## src/rtl/tone_pkg.sv

```systemverilog
package tone_pkg;

    typedef enum logic [1:0] {
        MODE_QUIET    = 2'd0,
        MODE_ENVELOPE = 2'd1,
        MODE_PASS     = 2'd2
    } gate_mode_e;

    typedef enum logic {
        CLS_INSIDE  = 1'b0,
        CLS_OUTSIDE = 1'b1
    } per_class_e;

    typedef struct packed {
        logic       valid;
        per_class_e cls;
    } period_meas_t;

    function automatic int ceil_div(input int num, input int den);
        return (num + den - 1) / den;
    endfunction

    function automatic per_class_e classify(input int per, input int lo, input int hi);
        return ((per >= lo) && (per <= hi)) ? CLS_INSIDE : CLS_OUTSIDE;
    endfunction

endpackage

```

## src/rtl/tone_sync.sv

```systemverilog
module tone_sync #(
    parameter int W      = 2,
    parameter int STAGES = 2
) (
    input  logic         clk,
    input  logic         rst,
    input  logic [W-1:0] d_i,
    output logic [W-1:0] q_o
);
    logic [W-1:0] st_q [STAGES];

    for (genvar s = 0; s < STAGES; s++) begin : g_stage
        if (s == 0) begin : g_first
            always_ff @(posedge clk) begin
                if (rst) st_q[0] <= '0;
                else     st_q[0] <= d_i;
            end
        end else begin : g_next
            always_ff @(posedge clk) begin
                if (rst) st_q[s] <= '0;
                else     st_q[s] <= st_q[s-1];
            end
        end
    end

    assign q_o = st_q[STAGES-1];
endmodule

```

## src/rtl/tone_divider.sv

```systemverilog
module tone_divider #(
    parameter int HALF_DIV = 50
) (
    input  logic clk,
    input  logic rst,
    output logic phase_o,
    output logic half_tick_o
);
    localparam int DW = $clog2(HALF_DIV + 1);

    logic [DW-1:0] cnt_q;
    logic          phase_q;

    assign half_tick_o = (cnt_q == DW'(HALF_DIV - 1));
    assign phase_o     = phase_q;

    always_ff @(posedge clk) begin
        if (rst) begin
            cnt_q   <= '0;
            phase_q <= 1'b0;
        end else if (half_tick_o) begin
            cnt_q   <= '0;
            phase_q <= ~phase_q;
        end else begin
            cnt_q   <= cnt_q + DW'(1);
        end
    end

    // phase flips exactly on a half-period strobe and holds otherwise
    p_phase_flip_r2: assert property (@(posedge clk) disable iff (rst)
        $past(half_tick_o) |-> (phase_q != $past(phase_q)));
    p_phase_hold_r2: assert property (@(posedge clk) disable iff (rst)
        !$past(half_tick_o) |-> $stable(phase_q));
endmodule

```

## src/rtl/tone_gate.sv

```systemverilog
module tone_gate
    import tone_pkg::*;
(
    input  logic clk,
    input  logic rst,
    input  logic ten_i,
    input  logic extm_i,
    input  logic pin_s_i,
    input  logic phase_i,
    input  logic half_tick_i,
    output logic gate_o,
    output logic expect_o
);
    gate_mode_e mode_w;
    logic       env_on_q;
    logic       out_q;

    always_comb begin
        if (extm_i)              mode_w = MODE_PASS;
        else if (ten_i | pin_s_i) mode_w = MODE_ENVELOPE;
        else                     mode_w = MODE_QUIET;
    end

    always_ff @(posedge clk) begin
        if (rst) begin
            env_on_q <= 1'b0;
            out_q    <= 1'b0;
        end else if (mode_w == MODE_PASS) begin
            env_on_q <= 1'b0;
            out_q    <= pin_s_i;
        end else if (half_tick_i) begin
            env_on_q <= (mode_w == MODE_ENVELOPE);
            out_q    <= (mode_w == MODE_ENVELOPE) & ~phase_i;
        end else begin
            out_q    <= out_q & env_on_q;
        end
    end

    assign gate_o   = out_q;
    assign expect_o = extm_i | env_on_q;

    // in envelope operation the gate only moves on a half-period boundary
    p_boundary_only_r4: assert property (@(posedge clk) disable iff (rst)
        (!$past(extm_i) && !$past(extm_i, 2) && (out_q != $past(out_q)))
            |-> $past(half_tick_i));
    // a closed envelope keeps the gate low
    p_quiet_low_r3: assert property (@(posedge clk) disable iff (rst)
        (!$past(extm_i) && !env_on_q) |-> !out_q);
    // pass-through copies the synchronised pin one clock later
    p_pass_follow_r5: assert property (@(posedge clk) disable iff (rst)
        $past(extm_i) |-> (out_q == $past(pin_s_i)));
endmodule

```

## src/rtl/tone_freq_mon.sv

```systemverilog
module tone_freq_mon
    import tone_pkg::*;
#(
    parameter int PER_MIN = 75,
    parameter int PER_MAX = 133,
    parameter int TIMEOUT = 220,
    parameter int AGREE_N = 4
) (
    input  logic clk,
    input  logic rst,
    input  logic det_i,
    input  logic expect_i,
    output logic fault_o
);
    localparam int CW = $clog2(TIMEOUT + 1);
    localparam int RW = $clog2(AGREE_N + 1);

    logic          det_d_q;
    logic [CW-1:0] cnt_q;
    logic          armed_q;
    per_class_e    last_q;
    logic [RW-1:0] run_q;
    logic          flag_q;

    logic          edge_evt;
    logic          tmo_evt;
    period_meas_t  meas_w;
    logic [RW-1:0] run_nx;

    assign edge_evt = det_i & ~det_d_q;
    assign tmo_evt  = expect_i & ~edge_evt & (cnt_q == CW'(TIMEOUT - 1));

    always_comb begin
        meas_w.valid = edge_evt & armed_q;
        meas_w.cls   = classify(int'(cnt_q), PER_MIN, PER_MAX);
        if ((run_q != '0) && (meas_w.cls == last_q))
            run_nx = (run_q == RW'(AGREE_N)) ? run_q : run_q + RW'(1);
        else
            run_nx = RW'(1);
    end

    always_ff @(posedge clk) begin
        if (rst) begin
            det_d_q <= 1'b0;
            cnt_q   <= '0;
            armed_q <= 1'b0;
            last_q  <= CLS_INSIDE;
            run_q   <= '0;
            flag_q  <= 1'b0;
        end else begin
            det_d_q <= det_i;
            if (!expect_i) begin
                cnt_q   <= '0;
                armed_q <= 1'b0;
                run_q   <= '0;
            end else if (edge_evt) begin
                cnt_q   <= CW'(1);
                armed_q <= 1'b1;
                if (meas_w.valid) begin
                    last_q <= meas_w.cls;
                    run_q  <= run_nx;
                    if (run_nx == RW'(AGREE_N))
                        flag_q <= (meas_w.cls == CLS_OUTSIDE);
                end
            end else if (tmo_evt) begin
                cnt_q   <= '0;
                armed_q <= 1'b0;
                run_q   <= '0;
                flag_q  <= 1'b1;
            end else begin
                cnt_q   <= cnt_q + CW'(1);
            end
        end
    end

    assign fault_o = flag_q;

    // the gap counter never passes the timeout limit
    p_cnt_bound_r8: assert property (@(posedge clk) disable iff (rst)
        cnt_q < CW'(TIMEOUT));
    // a timeout raises the fault on the next cycle
    p_timeout_sets_r8: assert property (@(posedge clk) disable iff (rst)
        $past(tmo_evt) |-> flag_q);
    // the agreement run never exceeds its target
    p_run_bound_r7: assert property (@(posedge clk) disable iff (rst)
        run_q <= RW'(AGREE_N));
    // the fault bit only moves on a measurement edge or a timeout
    p_flag_event_r7: assert property (@(posedge clk) disable iff (rst)
        !$stable(flag_q) |-> $past(edge_evt || tmo_evt));
    // without an expected tone the gap counter stays cleared
    p_idle_clear_r9: assert property (@(posedge clk) disable iff (rst)
        !$past(expect_i) |-> (cnt_q == '0));
endmodule

```

## src/rtl/tone_gate_monitor.sv

```systemverilog
module tone_gate_monitor
    import tone_pkg::*;
#(
    parameter int CLK_HZ      = 250_000_000,
    parameter int TONE_HZ     = 22_000,
    parameter int LOW_HZ      = 16_500,
    parameter int HIGH_HZ     = 29_500,
    parameter int TIMEOUT_US  = 100,
    parameter int AGREE_N     = 4,
    parameter int SYNC_STAGES = 2
) (
    input  logic clk,
    input  logic rst,
    input  logic ten_i,
    input  logic extm_i,
    input  logic env_pin_i,
    input  logic tone_det_i,
    output logic tone_gate_o,
    output logic tone_fault_o
);
    localparam int HALF_DIV = CLK_HZ / (2 * TONE_HZ);
    localparam int PER_MIN  = ceil_div(CLK_HZ, HIGH_HZ);
    localparam int PER_MAX  = CLK_HZ / LOW_HZ;
    localparam int TIMEOUT  = (CLK_HZ / 1000) * TIMEOUT_US / 1000;

    logic [1:0] raw_w;
    logic [1:0] sync_w;
    logic       phase_w;
    logic       half_tick_w;
    logic       expect_w;

    assign raw_w = {tone_det_i, env_pin_i};

    tone_sync #(.W(2), .STAGES(SYNC_STAGES)) u_sync (
        .clk (clk),
        .rst (rst),
        .d_i (raw_w),
        .q_o (sync_w)
    );

    tone_divider #(.HALF_DIV(HALF_DIV)) u_div (
        .clk         (clk),
        .rst         (rst),
        .phase_o     (phase_w),
        .half_tick_o (half_tick_w)
    );

    tone_gate u_gate (
        .clk         (clk),
        .rst         (rst),
        .ten_i       (ten_i),
        .extm_i      (extm_i),
        .pin_s_i     (sync_w[0]),
        .phase_i     (phase_w),
        .half_tick_i (half_tick_w),
        .gate_o      (tone_gate_o),
        .expect_o    (expect_w)
    );

    tone_freq_mon #(
        .PER_MIN (PER_MIN),
        .PER_MAX (PER_MAX),
        .TIMEOUT (TIMEOUT),
        .AGREE_N (AGREE_N)
    ) u_mon (
        .clk      (clk),
        .rst      (rst),
        .det_i    (sync_w[1]),
        .expect_i (expect_w),
        .fault_o  (tone_fault_o)
    );

    // both outputs start low in the cycle after reset
    p_reset_quiet_r1: assert property (@(posedge clk)
        $past(rst) |-> (!tone_gate_o && !tone_fault_o));
endmodule

```

## config.mk

```make
export PLATFORM = sky130hd
export DESIGN_NAME = tone_gate_monitor
export DESIGN_NICKNAME = d
export VERILOG_FILES = /design/src/rtl/tone_pkg.sv /design/src/rtl/tone_sync.sv /design/src/rtl/tone_divider.sv /design/src/rtl/tone_gate.sv /design/src/rtl/tone_freq_mon.sv /design/src/rtl/tone_gate_monitor.sv
export SDC_FILE = /design/constraint.sdc
export NUM_CORES = 1
export LEC_CHECK = 0
export ABC_AREA = 1
export BUFFER_PORTS_ARGS = -buffer_cell sky130_fd_sc_hd__buf_2
export CAP_MARGIN = 20
export CORE_ASPECT_RATIO = 0.7
export CORE_MARGIN = 4
export CORE_UTILIZATION = 45
export DETAILED_ROUTE_END_ITERATION = 12
export GPL_ROUTABILITY_DRIVEN = 0
export PLACE_DENSITY = 0.64
export SLEW_MARGIN = 0
export SYNTH_ARGS = -nofsm -noshare
export SYNTH_HDL_FRONTEND = slang
export SYNTH_SLANG_ARGS = --single-unit
```

## constraint.sdc

```tcl
create_clock -name clk -period 4.4 [get_ports clk]
set_clock_uncertainty 0.05 [all_clocks]
set_input_delay 0.88 -clock clk [delete_from_list [all_inputs] [get_ports clk]]
set_output_delay 0.88 -clock clk [all_outputs]
set_load 0.01 [all_outputs]
```

==> results of run 1 <==
routing by layer:
metal / global-route usage / up-vias
li1: - / 1051
met1: 0.2224 / 832
met2: 0.2475 / 17
met3: 0.03675 / 2
met4: 0.06296 / 0
met5: 0 / -
Yosys cell counts:
library cell / count
sky130_fd_sc_hd__nor4_4: 1
sky130_fd_sc_hd__nor2_2: 13
sky130_fd_sc_hd__nand2_2: 4
sky130_fd_sc_hd__o21a_1: 2
sky130_fd_sc_hd__ha_1: 5
sky130_fd_sc_hd__a21oi_1: 19
sky130_fd_sc_hd__a21oi_2: 2
sky130_fd_sc_hd__inv_1: 40
sky130_fd_sc_hd__buf_4: 2
sky130_fd_sc_hd__nand3_1: 14
sky130_fd_sc_hd__clkbuf_1: 1
sky130_fd_sc_hd__nor4_1: 4
sky130_fd_sc_hd__nand4_1: 6
sky130_fd_sc_hd__o21bai_1: 3
sky130_fd_sc_hd__nand2_1: 63
sky130_fd_sc_hd__xor2_1: 3
sky130_fd_sc_hd__buf_2: 1
sky130_fd_sc_hd__buf_8: 1
sky130_fd_sc_hd__o22ai_1: 2
sky130_fd_sc_hd__o21ai_0: 9
sky130_fd_sc_hd__xnor2_1: 1
sky130_fd_sc_hd__and3_1: 2
sky130_fd_sc_hd__dfxtp_1: 42
sky130_fd_sc_hd__nand3_2: 3
sky130_fd_sc_hd__or2_1: 1
sky130_fd_sc_hd__nor3_1: 14
sky130_fd_sc_hd__nand3b_1: 1
sky130_fd_sc_hd__o41ai_2: 1
sky130_fd_sc_hd__nor2_1: 47
sky130_fd_sc_hd__inv_2: 6
sky130_fd_sc_hd__nor3b_1: 3
sky130_fd_sc_hd__nor3_2: 4
sky130_fd_sc_hd__or2_0: 2
worst max-delay path, stage by stage:
cell,delay (ps)
sky130_fd_sc_hd__buf_2,110
sky130_fd_sc_hd__nor2_1,70
sky130_fd_sc_hd__inv_1,100
sky130_fd_sc_hd__nand3_1,100
sky130_fd_sc_hd__o41ai_2,380
sky130_fd_sc_hd__or2_1,630
sky130_fd_sc_hd__a21oi_1,90
final timing paths:
| check | end | cells after the start |
|---|---|---|
| hold reg to reg | u_sync.st_q[1][1] | 2 |
| hold / removal | u_sync.st_q[1][1] | 2 |
| setup reg to reg | u_mon.cnt_q[10] | 5 |
| setup / recovery | u_mon.cnt_q[10] | 7 |
where the power goes:
| group | internal (W) | switching, W | leakage [nW] |
|---|---|---|---|
| Clock | 0.000112 | 0.000139 | 0.0441 |
| Sequential | 0.000385 | 0.00000341 | 0.340 |
| Combinational | 0.00000939 | 0.0000189 | 0.499 |
| Total | 0.000506 | 0.000161 | 0.883 |
cell type report:
cell class,count,area share
clock buffers,5,0.02842
flip-flops and latches,42,0.3473
multi-input cells,229,0.4941
inverters,46,0.07132
well taps,69,0.03566
clock inverters,3,0.008786
repair buffers,7,0.01447
sequential cells by signal, indices dropped and copies added, names as in the netlist:
| name | count |
|---|---|
| u_mon.fault_o | 1 |
| u_div.cnt_q | 13 |
| u_mon.last_q | 1 |
| u_sync.st_q | 4 |
| u_div.phase_o | 1 |
| u_gate.gate_o | 1 |
| u_mon.cnt_q | 15 |
| u_mon.armed_q | 1 |
| u_gate.env_on_q | 1 |
| u_mon.run_q | 3 |
| u_mon.det_d_q | 1 |
stage by stage:
stage               cells  hold slack [ps]  setup slack, ps  cell area [um^2]   power, W
floorplan             322            338.3             2401              2248  0.0004208
global placement      393            340.3             1879              2331  0.0004260
detailed placement    393            346.6             1793              2331  0.0004266
CTS                   401            359.0             2128              2421  0.0006790
global route          401            395.2             1924              2421  0.0006985
finish                401            355.5             2143              2421  0.0006673
cells by family (layout without fill, tap and decap cells):
family | Yosys count | after routing | synth area share
buffers and inverters | 51 | 61 | 0.09404
adders and majority gates | 5 | 5 | 0.02782
xor gates and xnor gates | 4 | 4 | 0.01558
DFF | 42 | 42 | 0.3740
and+or+nand+nor | 182 | 182 | 0.3890
AOI/OAI and AO/OA | 38 | 38 | 0.09961
==> results by stage, run 1 <==
STA:
- The relative slew slack is 0.5242.
- Dividing the final minimum period by the clock period gives 0.5130.
- The highest achievable clock rate is 443.1 MHz.
- The number of max-slew violations in the final report is 0.
- For the pin with the worst max-slew slack, the measured transition is 713.7 ps.
- Setup repair after global routing left no endpoint under its margin.
- The total count of hold-check failures in the final report is 0.
- The final period demand of the worst path is 2257 ps.
- Setup violations remaining at the end of the flow were counted as 0.
- Setup total negative slack on the finished layout was measured at 0 ps.

Die:
- The floorplan has 21 rows.
- The core area is 4808 um^2.
- The boundary pin count is 8.
- The initial utilization of the core area, before any placement, comes to 0.4676.
- The width of the chip is 92.49 um.
- The floorplan step defined a die boundary enclosing 6209 um^2.
- The vertical die dimension is 67.14 um.

Critical path:
- The data arrival at the endpoint of the critical path is 2360 ps.
- Of all nets on the critical path, the largest fanout is 14.
- The setup slack on the worst flop-to-flop path is 2260 ps.
- The startpoint kind of the worst setup timing path is an input pin.
- The worst setup path is of the in -> reg kind.
- The launching point of the worst reg2reg path is u_mon.cnt_q[0].
- The start point of the critical path is extm_i.
- STA classifies the critical path endpoint as a flip-flop.
- The data required time of the worst path is 4500 ps.

Synthesis:
- In this run the cell area of the synthesized design comes to 2248 um^2.
- The unique cell type count in the Yosys netlist is 33.
- The sequential-to-total area share from yosys stat is 0.3740.
- Sorting the synthesized cells by area gives the leading types as sky130_fd_sc_hd__dfxtp_1 37%, sky130_fd_sc_hd__nand2_1 11%, sky130_fd_sc_hd__nor2_1 7.8%, sky130_fd_sc_hd__inv_1 6.7%, sky130_fd_sc_hd__a21oi_1 4.2%.
- In this run, synthesis produced a sequential element count of 42.
- The mean instance size in the synthesized netlist is 6.983 um^2.
- Of all cell types, the one taking the most synthesized area is sky130_fd_sc_hd__dfxtp_1.
- The share of synthesized area in the top cell type comes to 0.3740.
- The yosys synthesis warning count is 0.
- Synthesis produced a netlist with a net count of 333.
- After technology mapping, the gate count stands at 322.

Clock network:
- Clock tree synthesis found a total of 42 sinks.
- CTS built an H-tree with a depth of 2.
- The hold-fix buffer count after cts is 0.
- TritonCTS built the clock tree.
- The number of gates given a new drive strength after cts is 0.
- The number of setup buffers added after CTS is 0.
- The buffer type at the clock tree root is sky130_fd_sc_hd__clkbuf_8.
- The clock-pin slew on the worst setup and hold paths is 80 ps.
- Counting the buffers created by CTS gives 5.
- Counting along the longest clock path gives a buffer depth of 2.
- The clock network latency to the later pin of the worst-skew pair is 300 ps.

Routing:
- The detailed-route wire length per cell is 10.57 um.
- In this run, the number of DRC markers left after iteration 0 of detailed routing was 96.
- After detailed routing, the met2 layer carries 1688 um of wire.
- After detailed routing, the number of vias per cell comes to 4.743.
- The routed design has 4240 um of wire.
- The count of nets left with antenna violations after detail routing is 0.
- The highest metal layer carrying signal wires in the routed design is met4.
- After detailed routing, the wire length on met1 is 2397 um.
- After detailed routing, the number of remaining DRC violations is 0.
- The total iterations of the first detailed-routing run is 4.
- Wire segments on met3 add up to 123 um in the final route.
- The routed layout has 1902 vias.

Placement:
- The final HPWL from detailed placement is 3209 um.
- The number of port buffers is 7.

Global routing:
- For this run, the total global-route usage over all layers was measured as 0.1615.
- The global-route congestion overflow total is 0.
- The global-route wire length before repair is 8017 um.
- The number of antenna violations at the first check in global routing is 0.
- The number of global-route vias before repair came to 1827.
- The maximum number of pins on one net before global-route repair is 15.

Status:
- The run finished with clean final reports.

Hold path:
- The classification of the worst-slack hold path is reg -> reg.
- The startpoint identified for the worst hold timing path is u_sync.st_q[0][1].

Layout:
- For this run, the share of the core covered by cells in the final layout is 0.5035.
- The growth of design area from synthesis to finish is 7.679%.
- The library cells used most frequently in the layout, excluding fill and tap cells, are 63 x sky130_fd_sc_hd__nand2_1, 47 x sky130_fd_sc_hd__nor2_1, 42 x sky130_fd_sc_hd__dfxtp_1.
- The number of nets at the end of the flow is 342.
- The sequential standard cell area is 840.8 um^2.
- Counting the fill cells in the layout gives 487.
- The most common library cell in the layout ignoring fill and taps is sky130_fd_sc_hd__nand2_1.
- The count of antenna diodes in the layout is 0.
- The area used by multi-input combinational logic is 1196 um^2.
- The share of layout cells above drive strength 1 is 0.1476.

Flow run:
- The tool flagged a number of max-cap violations equal to 0.

Power and ir drop:
- The total power per unit cell area is 275.6 nW/um^2.
- In this run the static leakage power is 0.8831 nW.
- The largest vdd supply drop is 0.1333 mV.
Note: power is estimated with default switching activity, not from simulation.
==> run 2: changes to the inputs <==
--- a/config.mk
+++ b/config.mk
@@ -13,7 +13,7 @@
 export CORE_UTILIZATION = 45
 export DETAILED_ROUTE_END_ITERATION = 12
 export GPL_ROUTABILITY_DRIVEN = 0
-export PLACE_DENSITY = 0.64
+export PLACE_DENSITY = 0.66
 export SLEW_MARGIN = 0
 export SYNTH_ARGS = -nofsm -noshare
 export SYNTH_HDL_FRONTEND = slang
==> constraint.sdc (replaced) <==
create_clock -name clk -period 1.9 [get_ports clk]
set_clock_uncertainty 0.05 [all_clocks]
set_input_delay 0.38 -clock clk [delete_from_list [all_inputs] [get_ports clk]]
set_output_delay 0.38 -clock clk [all_outputs]
set_load 0.01 [all_outputs]
==> results by stage, run 2 (synthesis results as in run 1) <==
Layout:
- The flip-flop count of the largest register, all copies and words added is 15 (unchanged).
- The final cell count without fillers is 409 (+2.0%).
- The number of nets at the end of the flow is 351 (+2.6%).
- The library cells used most frequently in the layout, excluding fill and tap cells, are 63 x sky130_fd_sc_hd__nand2_1, 45 x sky130_fd_sc_hd__nor2_1, 40 x sky130_fd_sc_hd__inv_1.
- From synthesis to final layout, the design area changed by 12.97%.
- Ranked by flip-flop count, first place goes to u_mon.cnt_q.
- The sequential standard cell area came to 848.3 um^2 (+0.89%).
- The number of fill cells in the layout is 475 (-2.5%).
- The area used by multi-input combinational logic is 1217 um^2 (+1.8%).
- The count of antenna diodes in the layout is 0 (unchanged).
- The fraction of the core area covered by cells at the end of the flow is 0.5282 (+0.02472).
- In the final layout, the registers with the most flip-flops are u_mon.cnt_q x15, u_div.cnt_q x13, u_sync.st_q x4.
- The share of layout cells above drive strength 1 is 0.1971 (+0.04947).
- The most common library cell in the layout ignoring fill and taps is sky130_fd_sc_hd__nand2_1.

Power and ir drop:
- The total power per unit cell area is 670.0 nW/um^2 (+140%).
- The largest vdd supply drop was 0.4124 mV (+210%).
- The leakage power of the design is 0.9417 nW (+6.6%).

Clock network:
- The number of buffers between clock root and the deepest sink is 2 (unchanged).
- The number of H-tree branching levels was 2 (unchanged).
- The clock-pin slew on the worst setup and hold paths is 80 ps (about the same).
- The number of clock buffers inserted by TritonCTS is 5 (unchanged).
- The clock network latency to the later pin of the worst-skew pair is 290 ps (about the same).
- TritonCTS built the clock tree.
- The root buffer cell chosen for the clock tree is sky130_fd_sc_hd__clkbuf_8.
- The clock sink total is 42 (unchanged).

STA:
- In the finished design, the share of the clock period the worst path needs comes to 0.9311.
- Setup repair after global routing could not meet its margin everywhere.
- The transition time of the tightest slew-check pin was 334.3 ps (-379.4 ps).
- The total count of hold-check failures in the final report is 0 (unchanged).
- The number of max-slew violations in the final report is 0 (unchanged).
- For the finished layout, the period the worst path requires is 1769 ps.
- The final worst hold slack is 229.2 ps (-126.2 ps).
- Static timing analysis puts the maximum clock frequency at 565.3 MHz.
- The relative slew slack is 0.7747 (+0.2505).
- The setup-violating endpoint count in the final report is 0 (unchanged).

Hold path:
- The tightest min-delay check is of the in -> reg type.

Critical path:
- The critical path ends at u_mon.fault_o.
- The data arrival at the endpoint of the critical path was 1920 ps (-440 ps).
- The depth of the worst register-to-register path is 14 (+9).
- The signal on the critical path passes through buf_4 > nand3_1 > o21ai_0 > nand2_1 > nand2_1 > nand2_2 > nand2_2 > nand2_2 > nand2_2 > nand4_1 > nand2_1 > nand3_1 > nand2_1 > nor2_1.
- The most critical setup path has its startpoint at u_mon.cnt_q[0].
- The worst register-to-register path ends at u_mon.fault_o.
- The largest stage delay on the critical path was 360 ps (-270 ps).
- The highest fanout seen on the critical path is 4 (-10).
- The worst register-to-register path begins at u_mon.cnt_q[0].
- The path type of the worst setup path is reg -> reg.
- The endpoint kind of the worst setup timing path is a flip-flop.
- The cell with the biggest individual delay on the critical path is sky130_fd_sc_hd__dfxtp_2.
- The data required time of the worst path is 2050 ps (-2450 ps).
- The startpoint kind of the worst setup timing path is a flip-flop.
- The setup slack on the worst flop-to-flop path is 130 ps (-2130 ps).

Routing:
- The total iterations of the first detailed-routing run came to 4 (unchanged).
- The total wire length is 4571 um (+7.8%).
- The count of nets left with antenna violations after detail routing came to 0 (unchanged).
- The detailed-route wire length per cell is 11.18 um (+5.7%).
- The starting DRC count in detailed routing is 110 (+15%).
- The post-detailed-route via-to-cell ratio is 4.836 (+2.0%).
- The via total after detailed routing is 1978 (+4.0%).
- The remaining routing DRC violations is 0 (unchanged).

Global routing:
- The number of antenna violations at the first check in global routing was 0 (unchanged).
- The global-route congestion overflow total is 0 (unchanged).
- The global routing usage summed across all routing layers is 0.1594 (-0.002138).
- The global-route wire length before repair is 7817 um (-2.5%).
- The number of global-route vias before repair came to 1697 (-7.1%).
- The maximum number of pins on one net before global-route repair is 13 (-2).

Placement:
- The final HPWL from detailed placement is 3492 um (+8.8%).
- The number of port buffers was 7 (unchanged).
- The cell count after placement is 400 (+1.8%).

Die:
- The width of the chip is 92.49 um (unchanged).
- The vertical die dimension came to 67.14 um (unchanged).
- The total die area is 6209 um^2 (unchanged).
- The effective utilization at floorplan is 0.4676 (unchanged).
- The boundary pin count is 8 (unchanged).
- The core area was 4808 um^2 (unchanged).
- The row count is 21 (unchanged).

Status:
- The flow ran to the end, and the final reports show no timing, DRC or antenna violations.

Flow run:
- The max-cap check violation count is 0 (unchanged).
## run 2: cell count changes in the layout (fill, tap and decap cells not counted), sizes merged
| cell | previous run | this run |
|---|---|---|
| clkinvlp | 1 | 0 |
| bufinv | 0 | 1 |
| clkinv | 2 | 0 |
| buf | 7 | 16 |
| clkbuf | 5 | 6 |
## run 2: how the worst min path moves through the flow
stage	startpoint	to	slack, ps	cells past startpoint
floorplan	u_sync.st_q[0][0]	u_sync.st_q[1][0]	340	2
global placement	u_sync.st_q[0][1]	u_sync.st_q[1][1]	340	2
detailed placement	u_sync.st_q[0][1]	u_sync.st_q[1][1]	350	2
CTS	env_pin_i	u_sync.st_q[0][0]	220	3
global route	env_pin_i	u_sync.st_q[0][0]	230	3
finish	env_pin_i	u_sync.st_q[0][0]	230	3
## run 2: power by group
group | internal [W] | switching (W) | total (W)
registers | 0.000893 | 0.00000770 | 0.000901
clock network | 0.000420 | 0.000299 | 0.000719
logic | 0.0000316 | 0.0000500 | 0.0000816
total | 0.00135 | 0.000357 | 0.00170
## run 2: cell type report
class / instances / area share
Timing Repair Buffer: 16 / 0.04039
Clock buffer: 6 / 0.03251
Clock inverter: 1 / 0.01182
Inverter: 46 / 0.06798
Tap cell: 69 / 0.03399
Multi-Input combinational cell: 229 / 0.4793
Sequential cell: 42 / 0.3340
## run 2: metal layers
| metal | wire length [um] | track usage | up-vias |
|---|---|---|---|
| met5 | 0 | 0 | - |
| met4 | 30 | 0.05556 | 0 |
| met3 | 224 | 0.05011 | 2 |
| met2 | 1819 | 0.2132 | 41 |
| met1 | 2496 | 0.2369 | 867 |
| li1 | - | - | 1068 |
## run 2: repair_timing
action,in CTS,in global routing
gates resized for setup,0,11
setup endpoints to repair,0,8
hold buffers,0,0
setup buffers,0,2
## run 2: stage by stage
stage	total power, W	setup TNS, ps	worst slack [ps]	area, um^2
after floorplan	0.0009746	0	248.8	2248
after CTS	0.001722	0	84.17	2496
after detailed placement	0.0009972	0	114.0	2384
after global routing	0.001785	-6.067	-4.450	2540
after global placement	0.0009953	0	171.9	2384
final	0.001702	0	130.9	2540
## run 2: critical path, delay by kind of cell (launching register included)
| kind | cells | cell delay, ps |
|---|---|---|
| AOI/OAI and AO/OA | 1 | 220 |
| and+or+nand+nor | 12 | 930 |
| DFF | 1 | 360 |
| buffers and inverters | 1 | 120 |
